## src/rtl/irq_regs_pkg.sv

```systemverilog
// Shared types for the interrupt register front end.
// Assumes a 12-bit byte address window and a 32-bit data bus.
package irq_regs_pkg;

    typedef enum logic [3:0] {
        RG_NONE,
        RG_EN_SET,
        RG_EN_CLR,
        RG_PD_SET,
        RG_PD_CLR,
        RG_ACT,
        RG_PRIO,
        RG_CFG,
        RG_SYSP,
        RG_TRIG
    } region_e;

    localparam logic [1:0] SZ_WORD = 2'd2;

    // Number of bytes moved for a size code (code 3 moves none).
    function automatic logic [2:0] size_bytes(input logic [1:0] sz);
        case (sz)
            2'd0:    return 3'd1;
            2'd1:    return 3'd2;
            2'd2:    return 3'd4;
            default: return 3'd0;
        endcase
    endfunction

endpackage

```

## src/rtl/irq_addr_decode.sv

```systemverilog
// Address decoder and privilege gate.
// Maps a byte address onto a register region and refuses unprivileged
// requests unless they target the trigger word and the permit is set.
// Purely combinational; assumes addresses are 12 bits.
module irq_addr_decode
    import irq_regs_pkg::*;
(
    input  logic [11:0] addr,
    input  logic        user,
    input  logic        trig_user_ok,
    output region_e     region,
    output logic [3:0]  word_sel,
    output logic        deny
);

    // Region lookup by address range.
    always_comb begin
        region = RG_NONE;
        if (addr[11:6] == 6'd4)                             region = RG_EN_SET;
        else if (addr[11:6] == 6'd6)                        region = RG_EN_CLR;
        else if (addr[11:6] == 6'd8)                        region = RG_PD_SET;
        else if (addr[11:6] == 6'd10)                       region = RG_PD_CLR;
        else if (addr[11:6] == 6'd12)                       region = RG_ACT;
        else if (addr >= 12'h400 && addr <= 12'h5EF)        region = RG_PRIO;
        else if (addr[11:2] == 10'h345)                     region = RG_CFG;
        else if (addr >= 12'hD18 && addr <= 12'hD23)        region = RG_SYSP;
        else if (addr[11:2] == 10'h3C0)                     region = RG_TRIG;
    end

    // Word index inside a 64-byte bit-vector region.
    assign word_sel = addr[5:2];

    // Privilege policy: only the trigger word may be opened to user code.
    assign deny = user && !(region == RG_TRIG && trig_user_ok);

endmodule

```

## src/rtl/irq_bit_bank.sv

```systemverilog
// Bank of N state bits with word-wide set and clear strobes and an
// optional single-bit trigger. Bit 32w+j is addressed by word w, mask bit j.
// Assumes N <= 512 so word indices fit in four bits.
module irq_bit_bank #(
    parameter int N = 32
) (
    input  logic         clk,
    input  logic         rst_n,
    input  logic         set_en,
    input  logic         clr_en,
    input  logic [3:0]   word_sel,
    input  logic [31:0]  wmask,
    input  logic         trig_en,
    input  logic [8:0]   trig_idx,
    output logic [N-1:0] bits
);

    // State update: set has priority over clear; trigger sets one bit.
    always_ff @(posedge clk) begin
        if (!rst_n) begin
            bits <= '0;
        end else begin
            for (int b = 0; b < N; b++) begin
                if (set_en && int'(word_sel) == b / 32 && wmask[b % 32])
                    bits[b] <= 1'b1;
                else if (clr_en && int'(word_sel) == b / 32 && wmask[b % 32])
                    bits[b] <= 1'b0;
                else if (trig_en && int'(trig_idx) == b)
                    bits[b] <= 1'b1;
            end
        end
    end

endmodule

```

## src/rtl/irq_prio_bank.sv

```systemverilog
// Byte-addressed priority store of ENTRIES bytes.
// A request moves up to four right-aligned bytes starting at byte base.
// Bytes beyond ENTRIES are dropped on write and read as zero.
module irq_prio_bank #(
    parameter int ENTRIES = 32
) (
    input  logic                 clk,
    input  logic                 rst_n,
    input  logic                 we,
    input  logic [8:0]           base,
    input  logic [2:0]           nbytes,
    input  logic [31:0]          wdata,
    output logic [31:0]          rdata,
    output logic [ENTRIES*8-1:0] prio_flat
);

    // Byte write: each lane lands on entry base+lane.
    always_ff @(posedge clk) begin
        if (!rst_n) begin
            prio_flat <= '0;
        end else if (we) begin
            for (int e = 0; e < ENTRIES; e++) begin
                for (int i = 0; i < 4; i++) begin
                    if (i < int'(nbytes) && int'(base) + i == e)
                        prio_flat[e*8 +: 8] <= wdata[i*8 +: 8];
                end
            end
        end
    end

    // Byte read: lane i returns entry base+i when it exists.
    always_comb begin
        rdata = '0;
        for (int i = 0; i < 4; i++) begin
            for (int e = 0; e < ENTRIES; e++) begin
                if (i < int'(nbytes) && int'(base) + i == e)
                    rdata[i*8 +: 8] = prio_flat[e*8 +: 8];
            end
        end
    end

endmodule

```

## src/rtl/irq_best_pick.sv

```systemverilog
// Picks the pending-and-enabled interrupt with the lowest priority value.
// Ties resolve to the lower interrupt number. Combinational linear scan.
module irq_best_pick #(
    parameter int N     = 32,
    parameter int IDX_W = 5
) (
    input  logic [N-1:0]   cand,
    input  logic [N*8-1:0] prio_flat,
    output logic           best_valid,
    output logic [IDX_W-1:0] best_idx
);

    logic [7:0] best_p;

    // Scan: strict less-than keeps the lower index on a tie.
    always_comb begin
        best_valid = 1'b0;
        best_idx   = '0;
        best_p     = 8'hFF;
        for (int e = 0; e < N; e++) begin
            if (cand[e] && (!best_valid || prio_flat[e*8 +: 8] < best_p)) begin
                best_valid = 1'b1;
                best_idx   = IDX_W'(e);
                best_p     = prio_flat[e*8 +: 8];
            end
        end
    end

endmodule

```

## src/rtl/irq_reg_front.sv

```systemverilog
// Register front end of a vectored interrupt controller.
// Holds enable, pending and priority state and a trigger-permit bit, and
// answers every bus request one cycle later with ready, error and data.
// Assumes 1 < NUM_EXT <= 496 and a synchronous active-low reset.
module irq_reg_front
    import irq_regs_pkg::*;
#(
    parameter int NUM_EXT = 32,
    parameter int IDX_W   = $clog2(NUM_EXT)
) (
    input  logic               clk,
    input  logic               rst_n,
    input  logic               req_valid,
    input  logic               req_write,
    input  logic               req_user,
    input  logic [1:0]         req_size,
    input  logic [11:0]        req_addr,
    input  logic [31:0]        req_wdata,
    input  logic [NUM_EXT-1:0] act_in,
    output logic               rsp_ready,
    output logic               rsp_err,
    output logic [31:0]        rsp_rdata,
    output logic [NUM_EXT-1:0] pend_en,
    output logic               best_valid,
    output logic [IDX_W-1:0]   best_irq
);

    localparam int NUM_SYS = 12;

    region_e       region;
    logic [3:0]    word_sel;
    logic          deny;
    logic          usr_trig_ok;
    logic          granted;
    logic          wr_go;
    logic          word_ok;
    logic          trig_go;
    logic [2:0]    nbytes;
    logic [8:0]    ext_base;
    logic [8:0]    sys_base;
    logic [NUM_EXT-1:0] en_bits;
    logic [NUM_EXT-1:0] pd_bits;
    logic [31:0]   ext_rd;
    logic [31:0]   sys_rd;
    logic [31:0]   rd_mux;
    logic [NUM_EXT*8-1:0] ext_prio;
    logic [NUM_SYS*8-1:0] sys_prio;

    irq_addr_decode u_dec (
        .addr         (req_addr),
        .user         (req_user),
        .trig_user_ok (usr_trig_ok),
        .region       (region),
        .word_sel     (word_sel),
        .deny         (deny)
    );

    assign granted  = req_valid && !deny;
    assign wr_go    = granted && req_write;
    assign word_ok  = (req_size == SZ_WORD);
    assign nbytes   = size_bytes(req_size);
    assign ext_base = 9'(req_addr - 12'h400);
    assign sys_base = 9'(req_addr - 12'hD18);
    assign trig_go  = wr_go && region == RG_TRIG && word_ok &&
                      int'(req_wdata[8:0]) < NUM_EXT;

    irq_bit_bank #(.N(NUM_EXT)) u_en (
        .clk      (clk),
        .rst_n    (rst_n),
        .set_en   (wr_go && word_ok && region == RG_EN_SET),
        .clr_en   (wr_go && word_ok && region == RG_EN_CLR),
        .word_sel (word_sel),
        .wmask    (req_wdata),
        .trig_en  (1'b0),
        .trig_idx (9'd0),
        .bits     (en_bits)
    );

    irq_bit_bank #(.N(NUM_EXT)) u_pd (
        .clk      (clk),
        .rst_n    (rst_n),
        .set_en   (wr_go && word_ok && region == RG_PD_SET),
        .clr_en   (wr_go && word_ok && region == RG_PD_CLR),
        .word_sel (word_sel),
        .wmask    (req_wdata),
        .trig_en  (trig_go),
        .trig_idx (req_wdata[8:0]),
        .bits     (pd_bits)
    );

    irq_prio_bank #(.ENTRIES(NUM_EXT)) u_ext_prio (
        .clk       (clk),
        .rst_n     (rst_n),
        .we        (wr_go && region == RG_PRIO),
        .base      (ext_base),
        .nbytes    (nbytes),
        .wdata     (req_wdata),
        .rdata     (ext_rd),
        .prio_flat (ext_prio)
    );

    irq_prio_bank #(.ENTRIES(NUM_SYS)) u_sys_prio (
        .clk       (clk),
        .rst_n     (rst_n),
        .we        (wr_go && region == RG_SYSP),
        .base      (sys_base),
        .nbytes    (nbytes),
        .wdata     (req_wdata),
        .rdata     (sys_rd),
        .prio_flat (sys_prio)
    );

    irq_best_pick #(.N(NUM_EXT), .IDX_W(IDX_W)) u_pick (
        .cand       (pend_en),
        .prio_flat  (ext_prio),
        .best_valid (best_valid),
        .best_idx   (best_irq)
    );

    assign pend_en = en_bits & pd_bits;

    // Extract word w of a bit vector; absent bits read zero.
    function automatic logic [31:0] word_of(input logic [NUM_EXT-1:0] v,
                                            input logic [3:0] w);
        logic [31:0] r;
        r = '0;
        for (int b = 0; b < NUM_EXT; b++) begin
            if (b / 32 == int'(w)) r[b % 32] = v[b];
        end
        return r;
    endfunction

    // Configuration word: bit 1 opens the trigger word to user code.
    always_ff @(posedge clk) begin
        if (!rst_n)
            usr_trig_ok <= 1'b0;
        else if (wr_go && word_ok && region == RG_CFG)
            usr_trig_ok <= req_wdata[1];
    end

    // Read data selection by region and size.
    always_comb begin
        rd_mux = '0;
        case (region)
            RG_EN_SET, RG_EN_CLR: if (word_ok) rd_mux = word_of(en_bits, word_sel);
            RG_PD_SET, RG_PD_CLR: if (word_ok) rd_mux = word_of(pd_bits, word_sel);
            RG_ACT:               if (word_ok) rd_mux = word_of(act_in, word_sel);
            RG_CFG:               if (word_ok) rd_mux = {30'd0, usr_trig_ok, 1'b0};
            RG_PRIO:              rd_mux = ext_rd;
            RG_SYSP:              rd_mux = sys_rd;
            default:              rd_mux = '0;
        endcase
    end

    // Response register: one-cycle ready pulse with error and data.
    always_ff @(posedge clk) begin
        if (!rst_n) begin
            rsp_ready <= 1'b0;
            rsp_err   <= 1'b0;
            rsp_rdata <= '0;
        end else begin
            rsp_ready <= req_valid;
            rsp_err   <= req_valid && deny;
            rsp_rdata <= (granted && !req_write) ? rd_mux : 32'd0;
        end
    end

endmodule

```

## config.mk

```make
export PLATFORM = sky130hd
export DESIGN_NAME = irq_reg_front
export DESIGN_NICKNAME = d
export VERILOG_FILES = /design/src/rtl/irq_regs_pkg.sv /design/src/rtl/irq_addr_decode.sv /design/src/rtl/irq_bit_bank.sv /design/src/rtl/irq_prio_bank.sv /design/src/rtl/irq_best_pick.sv /design/src/rtl/irq_reg_front.sv
export SDC_FILE = /design/constraint.sdc
export NUM_CORES = 2
export LEC_CHECK = 0
export ABC_AREA = 1
export BUFFER_PORTS_ARGS = -buffer_cell sky130_fd_sc_hd__buf_2
export CORE_MARGIN = 2
export CORE_UTILIZATION = 30
export DETAILED_ROUTE_END_ITERATION = 7
export PLACE_DENSITY_LB_ADDON = 0.12
export SYNTH_ARGS = -nofsm -noshare
export SYNTH_HDL_FRONTEND = slang
export SYNTH_HIERARCHICAL = 1
export SYNTH_SLANG_ARGS = --single-unit
```

## constraint.sdc

```tcl
create_clock -name clk -period 144.8 [get_ports clk]
set_clock_uncertainty 0.05 [all_clocks]
set_input_delay 28.96 -clock clk [delete_from_list [all_inputs] [get_ports clk]]
set_output_delay 28.96 -clock clk [all_outputs]
set_load 0.005 [all_outputs]
```

==> load_flow_metrics.sql <==
INSERT INTO impl_metrics (metric_group, metric, value, unit) VALUES
('global_route', 'grt.overflow.total', '0', ''),
('critical_path', 'regToRegEndpoint', 'rsp_rdata[5]', ''),
('critical_path', 'rr_startpoint', 'u_ext_prio/prio_flat[13]', ''),
('yosys', 'synth.lib_cells_used.distinct', '74', ''),
('routing', 'detail_routed_net_length_per_standard_cell', '31.3', 'um'),
('status', 'outcome', 'complete, but fails checks', ''),
('clock_network', 'clock_sink_count', '451', ''),
('power_and_ir_drop', 'switching_power', '128', 'uW'),
('yosys', 'netlist_area', '0.0540', 'mm2'),
('power_and_ir_drop', 'cellPowerDensity', '6.18', 'mW/mm2'),
('power_and_ir_drop', 'power_leakage', '0.0242', 'uW'),
('routing', 'drt-vias-per-instance', '6.05', ''),
('critical_path', 'critical-path-top-cell-by-count', 'sky130_fd_sc_hd__nand2_1', ''),
('sta', 'hold-worst-slack', '0.476', 'ns'),
('yosys', 'synth_largest_type_area_fraction', '19.0', '%'),
('clock_network', 'clkTransAtPathRegs', '0.05', 'ns'),
('clock_network', 'cts_setup_buffers', '0', ''),
('routing', 'routed-via-count', '72700', ''),
('sta', 'hold_viol', '0', ''),
('hold_path', 'holdPathEnd', 'u_sys_prio/prio_flat[27]', ''),
('floorplanning', 'initial_utilization', '30.2', '%'),
('global_route', 'via_count_of_the_first_global_routing_pass', '65500', ''),
('finish', 'syn2layout_area_growth', '9.79', '%'),
('routing', 'wl_met3', '43000', 'um'),
('yosys', 'ys_warn_count', '6', ''),
('power_and_ir_drop', 'sequentialPowerShare', '33.9', '%'),
('clock_network', 'clockBufferDepth', '3', ''),
('job', 'cap_violations', '1', ''),
('critical_path', 'category_of_the_most_critical_setup_path', 'reg -> out', ''),
('global_route', 'grtUsageTotal', '38.9', '%'),
('yosys', 'synth_async_sr_flop_share', '0', '%'),
('critical_path', 'cp_max_fo', '19', ''),
('yosys', 'synthCells', '9666', ''),
('hold_path', 'min_path_type', 'reg -> reg', ''),
('sta', 'final.setup.tns', '0', 'ns'),
('status', 'failed_checks', 'design-rule violations, max-capacitance violations, max-slew violations', ''),
('clock_network', 'ctsHoldBuffers', '0', ''),
('sta', 'setup_repair_after_global_routing_missed_its_margin', 'no', ''),
('critical_path', 'reg2reg_slack', '139.91', 'ns'),
('yosys', 'yosys.area.top_type', 'sky130_fd_sc_hd__nand2_1', ''),
('sta', 'setup_slack', '71.42', 'ns'),
('sta', 'final_cycle_utilization_of_the_critical_path', '50.7', '%'),
('sta', 'final-max-slew-violation-count', '7', ''),
('finish', 'multi_input_logic_area', '0.0386', 'mm2'),
('critical_path', 'worst-endpoint-arrival', '44.37', 'ns'),
('placement', 'place_area', '0.0570', 'mm2'),
('floorplanning', 'floorplan.die.height', '428', 'um'),
('finish', 'seqCellArea', '0.00903', 'mm2'),
('routing', 'drc', '1', ''),
('floorplanning', 'core_area', '0.179', 'mm2'),
('yosys', 'post_synthesis_sequential_element_count', '451', ''),
('sta', 'tightest_slew', '1.55', 'ns'),
('power_and_ir_drop', 'power_switching_share', '35.0', '%'),
('power_and_ir_drop', 'clock_power_share', '49.9', '%'),
('critical_path', 'cp_launch_type', 'flip-flop', ''),
('placement', 'gp_congestion', '1.05', ''),
('floorplanning', 'ioPinCount', '155', ''),
('routing', 'antenna_left', '0', ''),
('finish', 'drive_gt1_share', '9.41', '%'),
('yosys', 'synth-seq-area-share', '16.7', '%'),
('finish', 'layout.filler_cells', '20500', ''),
('clock_network', 'clock_latency', '0.70', 'ns'),
('routing', 'routed_wl', '376000', 'um'),
('critical_path', 'worst-endpoint-required', '115.79', 'ns'),
('yosys', 'synth.area.top_cells', 'sky130_fd_sc_hd__nand2_1, sky130_fd_sc_hd__dfxtp_1, sky130_fd_sc_hd__nor2_1', ''),
('power_and_ir_drop', 'irDropWorstVdd', '0.00851', 'mV'),
('critical_path', 'r2r.worst_path.cells', '24', ''),
('clock_network', 'post_cts.resized_instances', '0', ''),
('placement', 'dp_worst_setup_slack', '72.82', 'ns'),
('routing', 'met1_length', '149000', 'um'),
('yosys', 'postSynth.topFlopCell', 'sky130_fd_sc_hd__dfxtp_1', '');
-- power by group through the flow --
stage | clock network (uW) | registers (uW) | logic (uW)
finish | 183 | 124 | 59.3
global route | 188 | 124 | 58.8
CTS | 185 | 124 | 55.0
detailed placement | 0 | 127 | 54.9
global placement | 0 | 127 | 55.1
floorplan | 0 | 127 | 26.0
-- state kept, by name, indices dropped and copies added (netlist names) --
name	count
rsp_err	1
usr_trig_ok	1
u_pd/bits	32
rsp_rdata	32
u_sys_prio/prio_flat	96
u_ext_prio/prio_flat	256
rsp_ready	1
u_en/bits	32
-- area by class of cell --
type	instances	share of cell area, %
repair buffers	347	3.75
clock buffers	87	3.12
clock inverters	36	0.776
multi-input cells	7604	65.0
well taps	2355	4.97
inverters	1113	7.07
diodes	20	0.0844
flip-flops and latches	451	15.2
-- stage by stage --
stage,power (uW),cells
floorplan,153,9687
global placement,182,11900
detailed placement,182,11900
CTS,364,12000
global route,371,12000
finish,367,12000
-- cells in the mapped netlist (114+ instances only) --
cell                          n
sky130_fd_sc_hd__inv_1      999
sky130_fd_sc_hd__nand2_1   2732
sky130_fd_sc_hd__o211ai_1   190
sky130_fd_sc_hd__a21oi_1    718
sky130_fd_sc_hd__clkbuf_1   317
sky130_fd_sc_hd__ha_1       166
sky130_fd_sc_hd__a221oi_1   137
sky130_fd_sc_hd__o21ai_0    724
sky130_fd_sc_hd__a211oi_1   172
sky130_fd_sc_hd__buf_2      114
sky130_fd_sc_hd__nand3_1    596
sky130_fd_sc_hd__dfxtp_1    451
sky130_fd_sc_hd__nor2_1    1080
sky130_fd_sc_hd__nand4_1    274
-- routing by layer --
metal,vias to the layer above,GRT usage [%]
met2,4955,58.2
met5,-,0
met4,16,24.4
met3,1155,10.8
met1,34300,49.2
li1,32300,-
-- how the worst max path moves through the flow --
stage                       from           to  slack (ns)  depth (start not counted)
global placement    u_pd/bits[0]  best_irq[1]       73.09                        257
CTS                 u_en/bits[0]  best_irq[1]       71.83                        256
finish              u_en/bits[0]  best_irq[1]       71.42                        254
detailed placement  u_en/bits[0]  best_irq[1]       72.82                        254
floorplan           u_en/bits[0]  best_irq[0]       78.38                        309
global route        u_pd/bits[0]  best_irq[1]       66.90                        256
-- critical path, delay by kind of cell (launching register included) --
kind,cells,cell delay [ns]
AO/OA/AOI/OAI,86,18.89
adder cells (fa/ha/maj),31,9.59
buffers and inverters,3,0.64
flip-flops,1,0.36
AND/OR/NAND/NOR,134,13.98
-- kinds of logic (layout without fill, tap and decap cells) --
group,count (synthesis),after routing,share of synthesized area (%)
compound gates,2257,2257,25.2
xor+xnor,18,18,0.292
flops,451,451,16.7
mux,1,1,0.0185
buf+inv,1632,1583,12.4
other cells,1,42,0.00694
fa+ha+maj,166,166,3.84
simple gates,5140,5140,41.5
Note: power is estimated with default switching activity, not from simulation.
